File: config.mk
export PLATFORM = sky130hd
export DESIGN_NAME = pdw_channel_rx
export DESIGN_NICKNAME = d
export VERILOG_FILES = /design/src/rtl/pdw_pkg.sv /design/src/rtl/pdw_pulse_classify.sv /design/src/rtl/pdw_watchdog.sv /design/src/rtl/pdw_level_latch.sv /design/src/rtl/pdw_channel_rx.sv
export SDC_FILE = /design/constraint.sdc
export NUM_CORES = 1
export LEC_CHECK = 0
export BUFFER_PORTS_ARGS = -buffer_cell sky130_fd_sc_hd__buf_2
export CAP_MARGIN = 0
export CORE_AREA = 2 2 39 41
export CTS_CLUSTER_DIAMETER = 100
export DETAILED_ROUTE_END_ITERATION = 6
export DIE_AREA = 0 0 41 43
export GPL_TIMING_DRIVEN = 1
export PLACE_DENSITY = 0.74
export SETUP_SLACK_MARGIN = 0.3
export SLEW_MARGIN = 20
export SYNTH_ARGS = -nofsm -noshare
export SYNTH_HDL_FRONTEND = slang
export SYNTH_SLANG_ARGS = --single-unit
File: constraint.sdc
create_clock -name clk -period 1.2 [get_ports clk]
set_input_delay 0.06 -clock clk [delete_from_list [all_inputs] [get_ports clk]]
set_output_delay 0.06 -clock clk [all_outputs]
set_load 0.01 [all_outputs]
File: src/rtl/pdw_pkg.sv
package pdw_pkg;

  typedef enum logic [1:0] {
    PK_NONE = 2'd0,
    PK_SET  = 2'd1,
    PK_CLR  = 2'd2,
    PK_BOTH = 2'd3
  } pulse_kind_t;

  localparam logic SAFE_LEVEL = 1'b1;

endpackage

File: src/rtl/pdw_pulse_classify.sv
module pdw_pulse_classify
  import pdw_pkg::*;
(
  input  logic        set_i,
  input  logic        clr_i,
  output pulse_kind_t kind_o,
  output logic        activity_o
);

  always_comb begin
    unique case ({clr_i, set_i})
      2'b01:   kind_o = PK_SET;
      2'b10:   kind_o = PK_CLR;
      2'b11:   kind_o = PK_BOTH;
      default: kind_o = PK_NONE;
    endcase
  end

  assign activity_o = set_i | clr_i;

endmodule

File: src/rtl/pdw_watchdog.sv
module pdw_watchdog #(
  parameter int unsigned WDT_CYCLES = 250
) (
  input  logic clk,
  input  logic rst,
  input  logic activity_i,
  output logic expire_o,
  output logic dead_o
);

  localparam int unsigned CW    = $clog2(WDT_CYCLES + 1);
  localparam logic [CW-1:0] LIMIT = CW'(WDT_CYCLES - 1);

  logic [CW-1:0] idle_cnt;

  // High on the idle edge that completes the timeout, and on every
  // idle edge while it stays expired.
  assign expire_o = !activity_i && (idle_cnt == LIMIT);

  always_ff @(posedge clk) begin
    if (rst) begin
      idle_cnt <= '0;
      dead_o   <= 1'b0;
    end else if (activity_i) begin
      idle_cnt <= '0;
      dead_o   <= 1'b0;
    end else if (idle_cnt == LIMIT) begin
      dead_o   <= 1'b1;
    end else begin
      idle_cnt <= idle_cnt + 1'b1;
    end
  end

  AST_CNT_BOUND: assert property (@(posedge clk) disable iff (rst)
    idle_cnt <= LIMIT);
  AST_ACTIVITY_CLEARS_DEAD: assert property (@(posedge clk) disable iff (rst)
    activity_i |=> !dead_o);
  AST_DEAD_NEEDS_IDLE: assert property (@(posedge clk) disable iff (rst)
    $rose(dead_o) |-> $past(!activity_i));
  AST_DEAD_STAYS: assert property (@(posedge clk) disable iff (rst)
    (dead_o && !activity_i) |=> dead_o);

endmodule

File: src/rtl/pdw_level_latch.sv
module pdw_level_latch
  import pdw_pkg::*;
(
  input  logic        clk,
  input  logic        rst,
  input  pulse_kind_t kind_i,
  input  logic        expire_i,
  output logic        level_o,
  output logic        err_o
);

  always_ff @(posedge clk) begin
    if (rst) begin
      level_o <= SAFE_LEVEL;
      err_o   <= 1'b0;
    end else begin
      unique case (kind_i)
        PK_SET:  level_o <= 1'b1;
        PK_CLR:  level_o <= 1'b0;
        PK_BOTH: err_o   <= 1'b1;
        default: if (expire_i) level_o <= SAFE_LEVEL;
      endcase
    end
  end

  AST_SET_HIGH: assert property (@(posedge clk) disable iff (rst)
    (kind_i == PK_SET) |=> level_o);
  AST_CLR_LOW: assert property (@(posedge clk) disable iff (rst)
    (kind_i == PK_CLR) |=> !level_o);
  AST_IDLE_HOLD: assert property (@(posedge clk) disable iff (rst)
    (kind_i == PK_NONE && !expire_i) |=> $stable(level_o));
  AST_CONFLICT_HOLD: assert property (@(posedge clk) disable iff (rst)
    (kind_i == PK_BOTH) |=> ($stable(level_o) && err_o));
  AST_ERR_STICKY: assert property (@(posedge clk) disable iff (rst)
    err_o |=> err_o);

endmodule

File: src/rtl/pdw_channel_rx.sv
module pdw_channel_rx
  import pdw_pkg::*;
#(
  parameter int unsigned WDT_CYCLES = 250
) (
  input  logic clk,
  input  logic rst,
  input  logic set_pulse,
  input  logic reset_pulse,
  output logic level_out,
  output logic link_dead,
  output logic conflict_err
);

  pulse_kind_t kind;
  logic        activity;
  logic        expire;

  pdw_pulse_classify u_classify (
    .set_i      (set_pulse),
    .clr_i      (reset_pulse),
    .kind_o     (kind),
    .activity_o (activity)
  );

  pdw_watchdog #(.WDT_CYCLES(WDT_CYCLES)) u_wdt (
    .clk        (clk),
    .rst        (rst),
    .activity_i (activity),
    .expire_o   (expire),
    .dead_o     (link_dead)
  );

  pdw_level_latch u_latch (
    .clk      (clk),
    .rst      (rst),
    .kind_i   (kind),
    .expire_i (expire),
    .level_o  (level_out),
    .err_o    (conflict_err)
  );

  AST_DEAD_IMPLIES_HIGH: assert property (@(posedge clk) disable iff (rst)
    link_dead |-> level_out);
  AST_RESET_STATE: assert property (@(posedge clk)
    rst |=> (level_out && !link_dead && !conflict_err));

endmodule

==> impl_metrics.tcl, run 1 <==
set metrics [dict create \
    outcome "completed" \
    grt_antenna_before_repair 0 \
    syn_inst 63 \
    drt_iter0_drc 6 \
    synth_most_common_cell "dfxtp_1" \
    finalCritPeriodShare 0.927 \
    path_clk_slew_ps 70 \
    place_hpwl_microns 772 \
    setup_violations 0 \
    root_buffer "clkbuf_4" \
    cts_sinks 11 \
    cts_tree "done" \
    routed_wl_mm 1.12 \
    final-max-slew-violation-count 0 \
    ff2ff_path_depth 5 \
    critPathBufInv 1 \
    fin_skew_ps 7.60 \
    start_util 0.401 \
    critPathLaunchType "register" \
    timing.rr.end "u_latch.level_o" \
    worst_pin_slew_ps 350 \
    worst_ep_arrival_time_ps 1300 \
    die_w_microns 41 \
    r2r_start "u_wdt.idle_cnt[1]" \
    whs_path_depth 3 \
    synth.top_cells.by_count "11 x dfxtp_1, 6 x nor2_1, 5 x a21oi_1, 5 x ha_1" \
    top_usage_layer "met2" \
    dieArea_sq_mm 0.00176 \
    antennaDiodeCount 0 \
    worstSetupEndpointType "register" \
    cap_violations 0 \
    cp_max_fo 4 \
    max_stage_delay_ps 370 \
    hold-path-endpoint "u_latch.level_o" \
    hp-start "rst" \
    io_pins 7 \
    synth.area.top_cells "dfxtp_1 40%, ha_1 11%, a21oi_1 4.5%, or3_1 4.5%, nor2_1 4.1%" \
    synth.top_cell.area_share 0.397 \
    crit_required_ps 1390 \
    holdWs_ps 140 \
    regArea_sq_um 241 \
    critical-path-slowest-cell "dfxtp_4" \
    grt_max_degree 10 \
    core_area_sq_mm 0.00138 \
    relSlewSlack 0.767 \
    wire_per_inst_microns 11.8 \
    fmax_ghz 0.899 \
    r2r_slack_ps 90 \
    synth.distinct_cells 22 \
    final_nets 89 \
    finalWorstSetupSlack_ps 87.7 \
    fp.dieH_microns 43 \
    synth_seq_area_share 0.397 \
    p_per_area_mw_per_mm2 899 \
    pre_cts_ws_ps 16.2 \
    syn_avg_cell_area_sq_um 8.80 \
    dp_cells 85 \
    p_leak_nw 0.277 \
    gr-total-overflow 0 \
    clock_latency_ps 280 \
    rows 14 \
    portBuffers 6 \
    async_flop_share 0 \
    multiInputGateArea_sq_um 363 \
    num_vias 500 \
    viasPerCell 5.26 \
    cp_num_cells 5 \
    path_cells "inv_2 -> ha_4 -> and3b_2 -> a31oi_1 -> a311oi_1" \
    grt_usage 0.156 \
    crit_type "reg2reg" \
    yosys_warnings 0 \
    first_pass_iters 4 \
    grt_pass1_wl_mm 1.85 \
    grt_use_met2 0.244 \
    path_delay_family "flip-flops" \
    drc 0 \
    hold_path_class "in2reg" \
    met1_usage 0.190 \
    n_fill_cell 133 \
    finalSetupTns_ps 0 \
    numCtsBuffers 3 \
    rsz0062_at_grt "true" \
    h-tree-depth 1 \
    synth_top_flop_cell "dfxtp_1" \
    antenna_left 0 \
    layout_min_cycle_time_ps 1110 \
    synth-edff-count 0 \
    clock_tree.buffer_depth 2 \
    vdd_drop_max_uv 484 \
    drive_gt1_frac 0.380 \
    ys_ff_latch 11 \
    first_global_vias 479 \
    power.total_uw 672 \
    area_growth_pct 34.8 \
    hold_viol 0 \
    place.gp.congestion 0.735 \
    mappedNetlistArea_sq_um 554 \
    synth_top_area_cell "dfxtp_1" \
    synth_nets 72 \
    use_met3 0.0157 \
    stdcell_count 95 \
]
==> layout make-up <==
type | instances | share of cell area
multi-input cells | 48 | 0.486
well taps | 16 | 0.0268
inverters | 3 | 0.0151
repair buffers | 13 | 0.114
clock buffers | 4 | 0.0352
flip-flops and latches | 11 | 0.323
==> cells by family (layout without fill, tap and decap cells) <==
logic type      Yosys count  after routing  synth area share
simple gates             28             28             0.293
compound gates           12             12             0.122
flops                    11             11             0.397
xor+xnor                  3              3            0.0474
buf+inv                   4             20            0.0271
fa+ha+maj                 5              5             0.113
==> worst max path at each step <==
| stage | from | end |
|---|---|---|
| after floorplan | u_wdt.idle_cnt[0] | u_wdt.idle_cnt[6] |
| after global placement | reset_pulse | u_latch.level_o |
| after detailed placement | reset_pulse | u_latch.level_o |
| after CTS | u_wdt.idle_cnt[1] | u_latch.level_o |
| after global routing | u_wdt.idle_cnt[1] | u_wdt.idle_cnt[0] |
| final | u_wdt.idle_cnt[1] | u_latch.level_o |
==> flip-flops by register name, summed over array words and instances (netlist names) <==
register         flops
u_latch.level_o      1
u_wdt.dead_o         1
u_wdt.idle_cnt       8
u_latch.err_o        1
==> timing repair <==
action	in CTS	in global routing
endpoints found under the hold margin	1	0
setup buffers	5	0
hold buffers	1	0
cloned	0	0
setup endpoints to repair	10	10
gates resized for setup	6	1
pin swaps	5	1
==> cell usage in the layout, fill, tap and decap left out, types with 2 or more instances in the layout <==
| master | count |
|---|---|
| a21oi_1 | 4 |
| buf_2 | 6 |
| buf_4 | 6 |
| clkbuf_4 | 3 |
| dfxtp_1 | 4 |
| dfxtp_2 | 2 |
| dfxtp_4 | 5 |
| ha_1 | 3 |
| ha_4 | 2 |
| inv_1 | 2 |
| nand2_1 | 3 |
| nand2b_1 | 2 |
| nand3_1 | 2 |
| nand3b_1 | 2 |
| nor2_1 | 6 |
| nor3_1 | 3 |
| nor3b_1 | 2 |
| o21ai_0 | 3 |
| or3_1 | 4 |
| xor2_1 | 2 |
==> worst reg2reg max path, stage by stage (launching register included) <==
cell,delay [ps]
dfxtp_4,370
inv_2,60
ha_4,120
and3b_2,220
a31oi_1,80
a311oi_1,190
==> stage by stage <==
step	instance area [sq um]	utilization
floorplan	603	-
global placement	657	0.475
detailed placement	657	0.475
CTS	743	0.537
global route	747	0.540
finish	747	0.540
==> report_power, final <==
part           internal, mW  total (mW)  switching (mW)  leakage (nW)
Combinational        0.0239      0.0478          0.0239         0.168
Clock                 0.129       0.258           0.129        0.0150
Sequential            0.361       0.366         0.00528        0.0941
Total                 0.514       0.672           0.158         0.277
==> routing by layer <==
layer  vias up  wire (microns)
met5         -               0
met4         0              22
met3         3              13
met2         6             561
met1       235             520
li1        256               -
(Power assumes the default switching activity.)
==> inputs of run 2 (changes only) <==
- ABC_AREA: unset -> 1
- PLACE_DENSITY: 0.74 -> 0.73
==> run 2 against run 1 <==
Maximum frequency rose by 1.5%; die area stayed put; register-to-register slack gained 20 ps; critical path depth is 1 higher; combinational power rose by 23%; hold slack lost 130 ps; clock skew fell by 7.0 ps; via count grew 2.2%; clock power shrank 2%; synthesized area is 0.68% lower; non-clock buffer count unchanged; wire length down 7.7%.
==> impl_metrics.tcl, run 2 <==
set metrics [dict create \
    routed_wl_mm 1.03 \
    grt_pass1_wl_mm 1.77 \
    crit_type "reg2reg" \
    worst_ep_arrival_time_ps 1300 \
    finalSetupTns_ps 0 \
    path_clk_slew_ps 70 \
    largest_register_ff_count 8 \
    rows 14 \
    hold_path_class "in2reg" \
    synth_seq_area_share 0.400 \
    place_hpwl_microns 700 \
    first_global_vias 438 \
    h-tree-depth 1 \
    mostFrequentLayoutCell "inv_1" \
    place.gp.congestion 0.736 \
    drt_iter0_drc 4 \
    root_buffer "clkbuf_4" \
    cp_max_fo 6 \
    final_nets 99 \
    gr-total-overflow 0 \
    layout_common_cells "10 x inv_1, 8 x nand2_1, 7 x dfxtp_1" \
    relSlewSlack 0.844 \
    p_per_area_mw_per_mm2 907 \
    clock_latency_ps 270 \
    synth.top_cells.by_count "13 x inv_1, 11 x dfxtp_1, 9 x nand2_1" \
    critPathLaunchType "register" \
    synth_top_flop_cell "dfxtp_1" \
    antenna_left 0 \
    final-max-slew-violation-count 0 \
    syn_inst 72 \
    drc 0 \
    fmax_ghz 0.912 \
    cts_tree "done" \
    numCtsBuffers 3 \
    antennaDiodeCount 0 \
    mappedNetlistArea_sq_um 551 \
    grt_max_degree 7 \
    num_vias 511 \
    worstSetupEndpointType "register" \
    synth.distinct_cells 17 \
    fin_skew_ps 0.591 \
    grt_antenna_before_repair 0 \
    grt_usage 0.152 \
    outcome "completed" \
    finalWorstSetupSlack_ps 104 \
    portBuffers 6 \
    pre_cts_ws_ps 101 \
    synth-edff-count 0 \
    viasPerCell 4.87 \
    clock_tree.buffer_depth 2 \
    start_util 0.398 \
    cap_violations 0 \
    yosys_warnings 0 \
    vdd_drop_max_uv 646 \
    finalCritPeriodShare 0.913 \
    setup_violations 0 \
    rsz0062_at_grt "true" \
    hold_viol 0 \
    synth_top_area_cell "dfxtp_1" \
    drive_gt1_frac 0.427 \
    dieArea_sq_mm 0.00176 \
    async_flop_share 0 \
    cts_sinks 11 \
    synth.top_cell.area_share 0.400 \
    regMostFlops "u_wdt.idle_cnt" \
    fp.dieH_microns 43 \
    synth_most_common_cell "inv_1" \
    ys_ff_latch 11 \
    crit_required_ps 1410 \
    wire_per_inst_microns 9.82 \
    syn_avg_cell_area_sq_um 7.65 \
    synth.area.top_cells "dfxtp_1 40%, ha_1 11%, inv_1 8.9%, nand2_1 6.1%, a21oi_1 5.5%" \
    die_w_microns 41 \
    synth_nets 81 \
    layout_min_cycle_time_ps 1100 \
    core_area_sq_mm 0.00138 \
    io_pins 7 \
    area_growth_pct 37.7 \
    p_leak_nw 0.327 \
    worst_pin_slew_ps 232 \
    first_pass_iters 3 \
]
## run 2: per-layer routing
metal	up-vias	part of all wire	global-route usage
li1	271	-	-
met1	225	0.42	0.205
met2	10	0.49	0.200
met3	5	0.038	0.0314
met4	0	0.041	0.120
met5	-	0	0
## run 2: cells by family after synthesis
family | Yosys count | synth area share
simple gates | 31 | 0.284
buf+inv | 14 | 0.0955
flops | 11 | 0.400
compound gates | 10 | 0.0909
fa+ha+maj | 5 | 0.114
xor+xnor | 1 | 0.0159
## run 2: power breakdown
group,internal (mW),leakage [nW],switching [mW]
combinational,0.0276,0.220,0.0310
clock,0.129,0.0150,0.124
sequential,0.369,0.0918,0.00677
total,0.526,0.327,0.162
## run 2: worst max-delay path, cell delays in order (launching register included)
cell and delay [ps]:
dfxtp_4 400, ha_4 140, nand2_2 50, inv_2 60
nand4_2 70, or2_0 200, a21oi_1 110
## run 2: cell type report
cell class,count,area [sq um]
Multi-Input combinational cell,47,339
Tap cell,16,20.0
Timing Repair Buffer,13,85.1
Inverter,14,57.6
Fill cell,135,626
Sequential cell,11,230
Clock buffer,4,26.3
## run 2: final timing paths
kind	startpoint	endpoint	slack, ps	depth (start not counted)
worst min register to register	u_latch.level_o	u_latch.level_o	470	2
worst max register to register	u_wdt.idle_cnt[0]	u_wdt.idle_cnt[6]	100	6
worst max-delay path	u_wdt.idle_cnt[0]	u_wdt.idle_cnt[6]	100	6
worst min-delay path	rst	u_latch.level_o	10	3
## run 2: timing repair
action	4_1_cts	5_1_grt
hold buffers	1	0
buffers inserted	2	1
endpoints found under the hold margin	1	0
pin swaps	7	4
endpoints found under the setup margin	9	10
gates resized for setup	8	11
## run 2: per-stage QoR
stage               hold slack [ps]  cell area (sq um)   util  std cells  power (mW)
floorplan                       132                571      -         72       0.414
global placement                238                643  0.465         97       0.432
detailed placement              238                643  0.465         97       0.434
CTS                            8.93                722  0.522        104       0.690
global route                   43.7                758  0.548        105       0.722
finish                         9.86                758  0.548        105       0.687
